File: src/rtl/gpio_irq_pkg.sv
package gpio_irq_pkg;

  localparam int REG_W = 32;
  localparam int NCLS  = 4;

  typedef enum logic [1:0] {
    CLS_RISE = 2'd0,
    CLS_FALL = 2'd1,
    CLS_HIGH = 2'd2,
    CLS_LOW  = 2'd3
  } trig_cls_e;

  localparam int OFS_INVAL = 'h00;
  localparam int OFS_INEN  = 'h04;
  localparam int OFS_OUTEN = 'h08;
  localparam int OFS_OUTV  = 'h0C;
  localparam int OFS_INV   = 'h40;
  localparam int OFS_CLS0  = 'h18;
  localparam int CLS_STEP  = 8;

  function automatic int en_ofs(input int cls);
    return OFS_CLS0 + CLS_STEP * cls;
  endfunction

  function automatic int pend_ofs(input int cls);
    return OFS_CLS0 + CLS_STEP * cls + 4;
  endfunction

endpackage

File: src/rtl/gpio_in_sync.sv
module gpio_in_sync #(
  parameter int W      = 32,
  parameter int STAGES = 2
) (
  input  logic         clk,
  input  logic         rst_n,
  input  logic [W-1:0] d,
  output logic [W-1:0] q
);

  logic [STAGES-1:0][W-1:0] stg_q;

  always_ff @(posedge clk or negedge rst_n) begin
    if (!rst_n) begin
      stg_q <= '0;
    end else begin
      stg_q[0] <= d;
      for (int s = 1; s < STAGES; s++) begin
        stg_q[s] <= stg_q[s-1];
      end
    end
  end

  assign q = stg_q[STAGES-1];

endmodule

File: src/rtl/gpio_trig_detect.sv
module gpio_trig_detect
  import gpio_irq_pkg::*;
#(
  parameter int W = 32
) (
  input  logic                     clk,
  input  logic                     rst_n,
  input  logic [W-1:0]             sync_q,
  input  logic [W-1:0]             in_en,
  output logic [W-1:0]             in_val,
  output logic [NCLS-1:0][W-1:0]   cond
);

  logic [W-1:0] prev_q;

  assign in_val = sync_q & in_en;

  always_ff @(posedge clk or negedge rst_n) begin
    if (!rst_n) prev_q <= '0;
    else        prev_q <= in_val;
  end

  always_comb begin
    cond           = '0;
    cond[CLS_RISE] = in_val & ~prev_q;
    cond[CLS_FALL] = ~in_val & prev_q & in_en;
    cond[CLS_HIGH] = in_val;
    cond[CLS_LOW]  = ~sync_q & in_en;
  end

endmodule

File: src/rtl/gpio_pend_bank.sv
module gpio_pend_bank #(
  parameter int W      = 32,
  parameter int AW     = 8,
  parameter int EN_OFS = 'h18,
  parameter int PD_OFS = 'h1C
) (
  input  logic          clk,
  input  logic          rst_n,
  input  logic [AW-1:0] bus_addr,
  input  logic          bus_we,
  input  logic [W-1:0]  wdata,
  input  logic [W-1:0]  cond,
  output logic [W-1:0]  en_q,
  output logic [W-1:0]  pend_q
);

  logic         en_hit;
  logic [W-1:0] clr_mask;

  assign en_hit   = bus_we && (bus_addr == AW'(EN_OFS));
  assign clr_mask = (bus_we && (bus_addr == AW'(PD_OFS))) ? wdata : '0;

  always_ff @(posedge clk or negedge rst_n) begin
    if (!rst_n) begin
      en_q   <= '0;
      pend_q <= '0;
    end else begin
      if (en_hit) en_q <= wdata;
      pend_q <= (pend_q & ~clr_mask) | cond;
    end
  end

endmodule

File: src/rtl/gpio_irq_top.sv
module gpio_irq_top
  import gpio_irq_pkg::*;
#(
  parameter int NPINS = 32,
  parameter int AW    = 8
) (
  input  logic             clk,
  input  logic             rst_n,
  input  logic [AW-1:0]    bus_addr,
  input  logic             bus_we,
  input  logic [31:0]      bus_wdata,
  output logic [31:0]      bus_rdata,
  input  logic [NPINS-1:0] pin_in,
  output logic [NPINS-1:0] pin_out,
  output logic [NPINS-1:0] pin_oe,
  output logic [NPINS-1:0] pin_irq
);

  logic [NPINS-1:0]            wdata_w;
  logic [NPINS-1:0]            ie_q, oe_q, outv_q, inv_q;
  logic [NPINS-1:0]            sync_q, in_val;
  logic [NCLS-1:0][NPINS-1:0]  cond, en_q, pend_q;

  assign wdata_w = bus_wdata[NPINS-1:0];

  always_ff @(posedge clk or negedge rst_n) begin
    if (!rst_n) begin
      ie_q   <= '0;
      oe_q   <= '0;
      outv_q <= '0;
      inv_q  <= '0;
    end else if (bus_we) begin
      if (bus_addr == AW'(OFS_INEN))  ie_q   <= wdata_w;
      if (bus_addr == AW'(OFS_OUTEN)) oe_q   <= wdata_w;
      if (bus_addr == AW'(OFS_OUTV))  outv_q <= wdata_w;
      if (bus_addr == AW'(OFS_INV))   inv_q  <= wdata_w;
    end
  end

  gpio_in_sync #(.W(NPINS), .STAGES(2)) u_sync (
    .clk   (clk),
    .rst_n (rst_n),
    .d     (pin_in),
    .q     (sync_q)
  );

  gpio_trig_detect #(.W(NPINS)) u_detect (
    .clk    (clk),
    .rst_n  (rst_n),
    .sync_q (sync_q),
    .in_en  (ie_q),
    .in_val (in_val),
    .cond   (cond)
  );

  for (genvar c = 0; c < NCLS; c++) begin : g_cls
    gpio_pend_bank #(
      .W      (NPINS),
      .AW     (AW),
      .EN_OFS (en_ofs(c)),
      .PD_OFS (pend_ofs(c))
    ) u_bank (
      .clk      (clk),
      .rst_n    (rst_n),
      .bus_addr (bus_addr),
      .bus_we   (bus_we),
      .wdata    (wdata_w),
      .cond     (cond[c]),
      .en_q     (en_q[c]),
      .pend_q   (pend_q[c])
    );
  end

  always_comb begin
    pin_irq = '0;
    for (int c = 0; c < NCLS; c++) begin
      pin_irq = pin_irq | (pend_q[c] & en_q[c]);
    end
  end

  assign pin_out = outv_q ^ inv_q;
  assign pin_oe  = oe_q;

  always_comb begin
    bus_rdata = '0;
    if (bus_addr == AW'(OFS_INVAL)) bus_rdata = REG_W'(in_val);
    if (bus_addr == AW'(OFS_INEN))  bus_rdata = REG_W'(ie_q);
    if (bus_addr == AW'(OFS_OUTEN)) bus_rdata = REG_W'(oe_q);
    if (bus_addr == AW'(OFS_OUTV))  bus_rdata = REG_W'(outv_q);
    if (bus_addr == AW'(OFS_INV))   bus_rdata = REG_W'(inv_q);
    for (int c = 0; c < NCLS; c++) begin
      if (bus_addr == AW'(en_ofs(c)))   bus_rdata = REG_W'(en_q[c]);
      if (bus_addr == AW'(pend_ofs(c))) bus_rdata = REG_W'(pend_q[c]);
    end
  end

endmodule

File: config.mk
export PLATFORM = sky130hd
export DESIGN_NAME = gpio_irq_top
export DESIGN_NICKNAME = d
export VERILOG_FILES = /design/src/rtl/gpio_irq_pkg.sv /design/src/rtl/gpio_in_sync.sv /design/src/rtl/gpio_trig_detect.sv /design/src/rtl/gpio_pend_bank.sv /design/src/rtl/gpio_irq_top.sv
export SDC_FILE = /design/constraint.sdc
export NUM_CORES = 1
export LEC_CHECK = 0
export BUFFER_PORTS_ARGS = -buffer_cell sky130_fd_sc_hd__buf_4
export CAP_MARGIN = 20
export CORE_MARGIN = 4
export CORE_UTILIZATION = 40
export DETAILED_ROUTE_END_ITERATION = 10
export PLACE_DENSITY_LB_ADDON = 0.05
export REMOVE_ABC_BUFFERS = 1
export SETUP_SLACK_MARGIN = 0.15
export SYNTH_ARGS = -nofsm -noshare
export SYNTH_HDL_FRONTEND = slang
export SYNTH_SLANG_ARGS = --single-unit
File: constraint.sdc
create_clock -name clk -period 2.15 [get_ports clk]
set_input_delay 0 -clock clk [delete_from_list [all_inputs] [get_ports clk]]
set_output_delay 0 -clock clk [all_outputs]
set_load 0.01 [all_outputs]
* Word-level counts from Yosys, hierarchy flattened
Index checks and enable logic that the tools add are counted.
** Word-level totals
- Bits in registers :: 480
- Bits of input ports :: 75
- Output and inout port bits :: 128
- Word-level logic and storage cells :: 85
** Operators by class
- Equality and inequality tests :: 12
- Multiplexer cells :: 17
- Bitwise gates (word level) :: 28
- Reductions and logical operators :: 13
** Operators with widths (number)
- 2-to-1 mux 32 bit :: 17
- AND 32 bit :: 13
- inverter 32 bit :: 7
- OR 32 bit :: 7
- == test 8 x 6 -> 1 bit, second input constant :: 6
- bitwise XOR 32 bit :: 1
- == test 8 x 4 -> 1 bit, second input constant :: 2
- == test 8 x 5 -> 1 bit, second input constant :: 2
- == test 8 x 3 -> 1 bit, second input constant :: 1
- == test 8 x 7 -> 1 bit, second input constant :: 1
- logical AND 1 bit :: 8
- zero test 8 bit :: 1
- AND reduction 2 bit :: 4

* Longest topological paths before layout
- Depth after elaboration :: 14
- Gate-level depth with buffers :: 10

* Cells and area by module
Synthesis repeated with hierarchy kept, for this count alone.
** Second synthesis, totals
- Cells, all modules :: 2023
- Area total of the unflattened synthesis :: 24347.1 um^2
** By module, submodules not included
- gpio_irq_top :: instances 1, cells an instance 1028, area an instance 9940.8 um^2
- gpio_pend_bank at g_cls[0].u_bank ... :: instances 2, cells an instance 177, area an instance 2613.8 um^2
- gpio_pend_bank at g_cls[3].u_bank :: instances 1, cells an instance 177, area an instance 2625.0 um^2
- gpio_pend_bank at g_cls[1].u_bank :: instances 1, cells an instance 176, area an instance 2509.9 um^2
- gpio_trig_detect :: instances 1, cells an instance 192, area an instance 2202.1 um^2
- gpio_in_sync :: instances 1, cells an instance 96, area an instance 1841.8 um^2

* Worst setup path before layout
OpenSTA, ideal clock, no wires.
- Kind :: input -> register
- From :: in bus_addr[3]
- To :: reg g_cls[3].u_bank.pend_q[0]
- Arrival :: 1.641 ns
- Required time :: 2.032 ns
- Path slack :: 0.391 ns
- Stages :: 8
- Cell sequence :: buf_2 or4b_1 nor2_2 and2_1 buf_2 buf_2 nand2_1 a21o_1
** On the way
- Longest elaborated chain between the ends :: 6
** RTL lines
- start: declaration :: RTL line gpio_irq_top.sv:9 : input logic [AW-1:0] bus_addr,
- == test 8 x 6 -> 1 bit :: RTL line gpio_pend_bank.sv:21 : assign clr_mask = (bus_we && (bus_addr == AW'(PD_OFS))) ? wdata : '0;
- logical AND 1 bit :: RTL line gpio_pend_bank.sv:21
- 2-to-1 mux 32 bit :: RTL line gpio_pend_bank.sv:21
- inverter 32 bit :: RTL line gpio_pend_bank.sv:29 : pend_q <= (pend_q & ~clr_mask) | cond;
- AND 32 bit :: RTL line gpio_pend_bank.sv:29
- OR 32 bit :: RTL line gpio_pend_bank.sv:29
- end signal: assignment :: RTL line gpio_pend_bank.sv:29
- end: declaration :: RTL line gpio_pend_bank.sv:14 : output logic [W-1:0] pend_q
Every way passes these cells.
A chain may end at the register's enable or synchronous reset.

* Worst setup path after layout
- From :: reg oe_q[13] (netlist: pin_oe[13])
- To :: out bus_rdata[13]
** On the way
- Longest elaborated chain between the ends :: 11
** RTL lines
- start: declaration :: RTL line gpio_irq_top.sv:20 : logic [NPINS-1:0] ie_q, oe_q, outv_q, inv_q;
- start signal: assignment :: RTL line gpio_irq_top.sv:34 : if (bus_addr == AW'(OFS_OUTEN)) oe_q <= wdata_w;
- 2-to-1 mux 32 bit :: RTL line gpio_irq_top.sv:88 : if (bus_addr == AW'(OFS_OUTEN)) bus_rdata = REG_W'(oe_q);
- 2-to-1 mux 32 bit :: RTL line gpio_irq_top.sv:89 : if (bus_addr == AW'(OFS_OUTV)) bus_rdata = REG_W'(outv_q);
- 2-to-1 mux 32 bit :: RTL line gpio_irq_top.sv:90 : if (bus_addr == AW'(OFS_INV)) bus_rdata = REG_W'(inv_q);
- 2-to-1 mux 32 bit :: RTL line gpio_irq_top.sv:92 : if (bus_addr == AW'(en_ofs(c))) bus_rdata = REG_W'(en_q[c]);
- 2-to-1 mux 32 bit :: RTL line gpio_irq_top.sv:93 : if (bus_addr == AW'(pend_ofs(c))) bus_rdata = REG_W'(pend_q[c]);
- 2-to-1 mux 32 bit :: RTL line gpio_irq_top.sv:92
- 2-to-1 mux 32 bit :: RTL line gpio_irq_top.sv:93
- 2-to-1 mux 32 bit :: RTL line gpio_irq_top.sv:92
- 2-to-1 mux 32 bit :: RTL line gpio_irq_top.sv:93
- 2-to-1 mux 32 bit :: RTL line gpio_irq_top.sv:92
- 2-to-1 mux 32 bit :: RTL line gpio_irq_top.sv:93
- end: declaration :: RTL line gpio_irq_top.sv:12 : output logic [31:0] bus_rdata,
Every way passes these cells.

==> flow_summary_export.csv <==
group,metric,value,unit
outcome,status,"finished with violations",
outcome,violations,"setup timing",
power_and_ir_drop,clkPwrFrac,43.1,%
job,maxCapViolCount,0,
cts,htreeDepth,2,
drt,routedWlPerCell,25.10,um
logic_synthesis,synth_area,0.02220,mm^2
setup_path,cp_slowest_stage_delay,0.39,ns
drt,drt_pass1_iterations,5,
drt,vias_per_cell,5.665,
logic_synthesis,synthCells,2019,
sta,whs,0.02913,ns
sta,max_freq,454.5,MHz
hold_path,hp-class,"primary input to flop",
sta,finalHoldViolations,0,
placed_design,dp.final_hpwl,50910,um
cts,root_buffer,"clkbuf_16",
sta,rsz0062_at_grt,"true",
floorplan,die_h,243.6,um
sta,worstMarginPinSlew,0.5986,ns
setup_path,crit_chain,"or3b_4, a211oi_4, a221o_1, o31ai_2, a21oi_1, buf_4, buf_6",
final_layout,syn_to_final_growth,30.96,%
cts,numCtsBuffers,55,
floorplan,num_rows,86,
placed_design,port_buffers,202,
power_and_ir_drop,p_leak,13.99,nW
setup_path,r2r_start,"pin_oe[15]",
logic_synthesis,syn_area_per_cell,11.00,um^2
power_and_ir_drop,power_density,750.1,mW/mm^2
sta,timing.final.crit_share,102.3,%
setup_path,r2r_setup_slack,1.13,ns
setup_path,reg2reg_depth,3,
floorplan,io_pins,203,
final_layout,fin_nets,2463,
cts,cts_tree,"yes",
final_layout,layout.cells.most_common_list,"dfrtp_1, buf_4, nand2_1",
hold_path,whs_path_depth,2,
hold_path,hp-start,"pin_in[3]",
grt,grt_max_degree,70,
power_and_ir_drop,p_sw_share,25.28,%
power_and_ir_drop,power.internal,16.30,mW
final_layout,drive_above_1_share,35.09,%
grt,grt_first_pass_wirelength,119600,um
grt,antenna_found_initial,2,
logic_synthesis,synth-seq-cells,480,
floorplan,die_area,0.05934,mm^2
sta,finalSetupTns,-0.07438,ns
logic_synthesis,synth_edf_count,0,
grt,grt-ovfl-total,0,
grt,grt_pass1_vias,18640,
floorplan,fp.dieW,243.6,um
drt,ant_nets,0,
drt,vias,18040,
power_and_ir_drop,power_frac_seq,46.5,%
cts,cts_buffer_depth,3,
setup_path,start_kind,"flop",
power_and_ir_drop,switching_power,5.513,mW
logic_synthesis,ys_seq_area_share,54.10,%
setup_path,critPathKind,"flop to output pin",
power_and_ir_drop,comb_power_share,10.3,%
grt,track_usage,26.46,%
cts,clock-sinks,480,
setup_path,worstPathRequired,2.15,ns
cts,insertion_delay,0.62,ns
logic_synthesis,synth_flop_cell,"dfrtp_1",
floorplan,core,0.05499,mm^2
sta,maxSlewHeadroom,60.09,%
setup_path,slowest_stage,"or3b_4",
logic_synthesis,ys_types,59,
drt,wl,79930,um
setup_path,worstPathArrival,2.20,ns
sta,finClkSkew,0.02409,ns
power_and_ir_drop,ir_drop,0.6291,mV
final_layout,layout_commonest_cell,"dfrtp_1",
placed_design,gp_congestion,0.8800,
sta,setup_viol,2,
setup_path,r2r-end,"pin_oe[15]",
setup_path,path_max_fanout,2,
drt,route.detailed.drc,0,
cts,clk_pin_slew,0.06,ns
logic_synthesis,postSynth.asyncResetShare,100.0,%
hold_path,min_to,"u_sync.stg_q[3]",
drt,drt_iter0_drc,1324,
final_layout,postLayoutCoreUtil,52.88,%
sta,maxSlewViolCount,0,
setup_path,worstSetupEndpointType,"output pin",
sta,fin_crit,2.200,ns
floorplan,initial_core_util,40.38,%
sta,finalWorstSetupSlack,-0.05001,ns
logic_synthesis,synth_warnings,0,
==> critical path: cells and delay by family (launching register included) <==
kind	cells	cell delay [ns]
compound gates	4	0.63
simple gates	1	0.39
flops	1	0.35
buf+inv	2	0.23
==> routing by layer <==
metal,GRT usage [%],vias to the layer above,wire length [um]
met5,0,-,0
li1,-,8026,-
met2,44.01,701,37900
met1,35.60,9153,34390
met3,4.810,158,5112
met4,7.882,0,2520
==> state kept, by name, indices dropped and copies added (netlist names) <==
name and count:
g_cls.u_bank.en_q 128, g_cls.u_bank.pend_q 128, ie_q 32, inv_q 32, outv_q 32, pin_oe 32, u_detect.prev_q 32, u_sync.q 32
u_sync.stg_q 32
==> per-stage QoR <==
stage / instances / power [mW] / setup WS, ns / area, um^2
detailed placement: 2953 / 12.35 / -0.02833 / 25630
global route: 3184 / 22.69 / -0.1534 / 29080
floorplan: 1865 / 11.01 / -3.189 / 21560
CTS: 3160 / 21.99 / -0.1362 / 28700
global placement: 2953 / 12.30 / -0.02347 / 25630
finish: 3184 / 21.81 / -0.05001 / 29080
==> what timing repair did <==
action                                  4_1_cts  5_1_grt
endpoints found under the setup margin       32       32
hold buffers                                 73        0
gates resized for setup                      77       56
endpoints found under the hold margin       896        0
buffers inserted                             31       22
pin swaps                                    49       54
cloned                                        0        0
==> Yosys cell counts, types with 3 or more instances <==
library cell	instances	area [um^2]
a211oi_1	28	210.2
a221o_1	13	130.1
nand2_1	334	1254
buf_1	5	18.77
nor2_2	3	18.77
or4b_1	4	40.04
xor2_1	32	280.3
dfrtp_1	480	12010
nor2b_1	46	287.8
nor3_1	7	35.03
a221oi_1	6	52.55
o21ai_0	109	545.5
o32ai_1	16	140.1
nand3b_1	3	22.52
nand3_1	13	65.06
clkbuf_1	108	405.4
nor2_1	60	225.2
o211ai_1	15	112.6
and3_1	3	18.77
nor4b_2	4	60.06
o2bb2ai_1	5	43.79
o22ai_1	31	193.9
inv_1	35	131.4
a21oi_1	41	205.2
a22o_1	56	490.5
or3_1	16	100.1
o221ai_1	5	43.79
a2bb2oi_1	10	87.58
a22oi_1	91	683.2
o31ai_1	12	90.09
o21ai_1	4	20.02
a21o_1	34	255.2
buf_2	39	195.2
a31oi_1	15	93.84
mux2i_1	35	350.3
mux2_2	250	2815
mux2_1	9	101.4
or3b_2	13	113.9
==> power by group through the flow <==
stage	Combinational, mW	Clock [mW]	Sequential (mW)
after global placement	2.01	0	10.3
after floorplan	0.857	0	10.2
after global routing	2.45	10.0	10.2
after CTS	2.23	9.61	10.1
after detailed placement	2.04	0	10.3
final	2.25	9.40	10.2
==> worst max path at each step <==
| stage | from | to |
|---|---|---|
| after floorplan | bus_addr[0] | outv_q[0] |
| after global placement | bus_addr[4] | bus_rdata[15] |
| after detailed placement | bus_addr[4] | bus_rdata[15] |
| after CTS | pin_oe[23] | bus_rdata[23] |
| after global routing | pin_oe[13] | bus_rdata[13] |
| final | pin_oe[13] | bus_rdata[13] |
==> layout make-up <==
class / instances / area [um^2]
inverters: 35 / 131.4
diodes: 2 / 5.005
repair buffers: 466 / 4228
multi-input cells: 1350 / 9930
clock inverters: 15 / 122.6
flip-flops and latches: 480 / 12010
fillers: 4841 / 25910
well taps: 748 / 935.9
clock buffers: 88 / 1712
==> cells by family after synthesis <==
kind of cell,Yosys count,share of synthesized area (%)
xor+xnor,32,1.262
compound gates,498,15.58
mux,294,14.71
simple gates,526,10.85
buf+inv,189,3.483
flops,480,54.10
(Power assumes the default switching activity.)
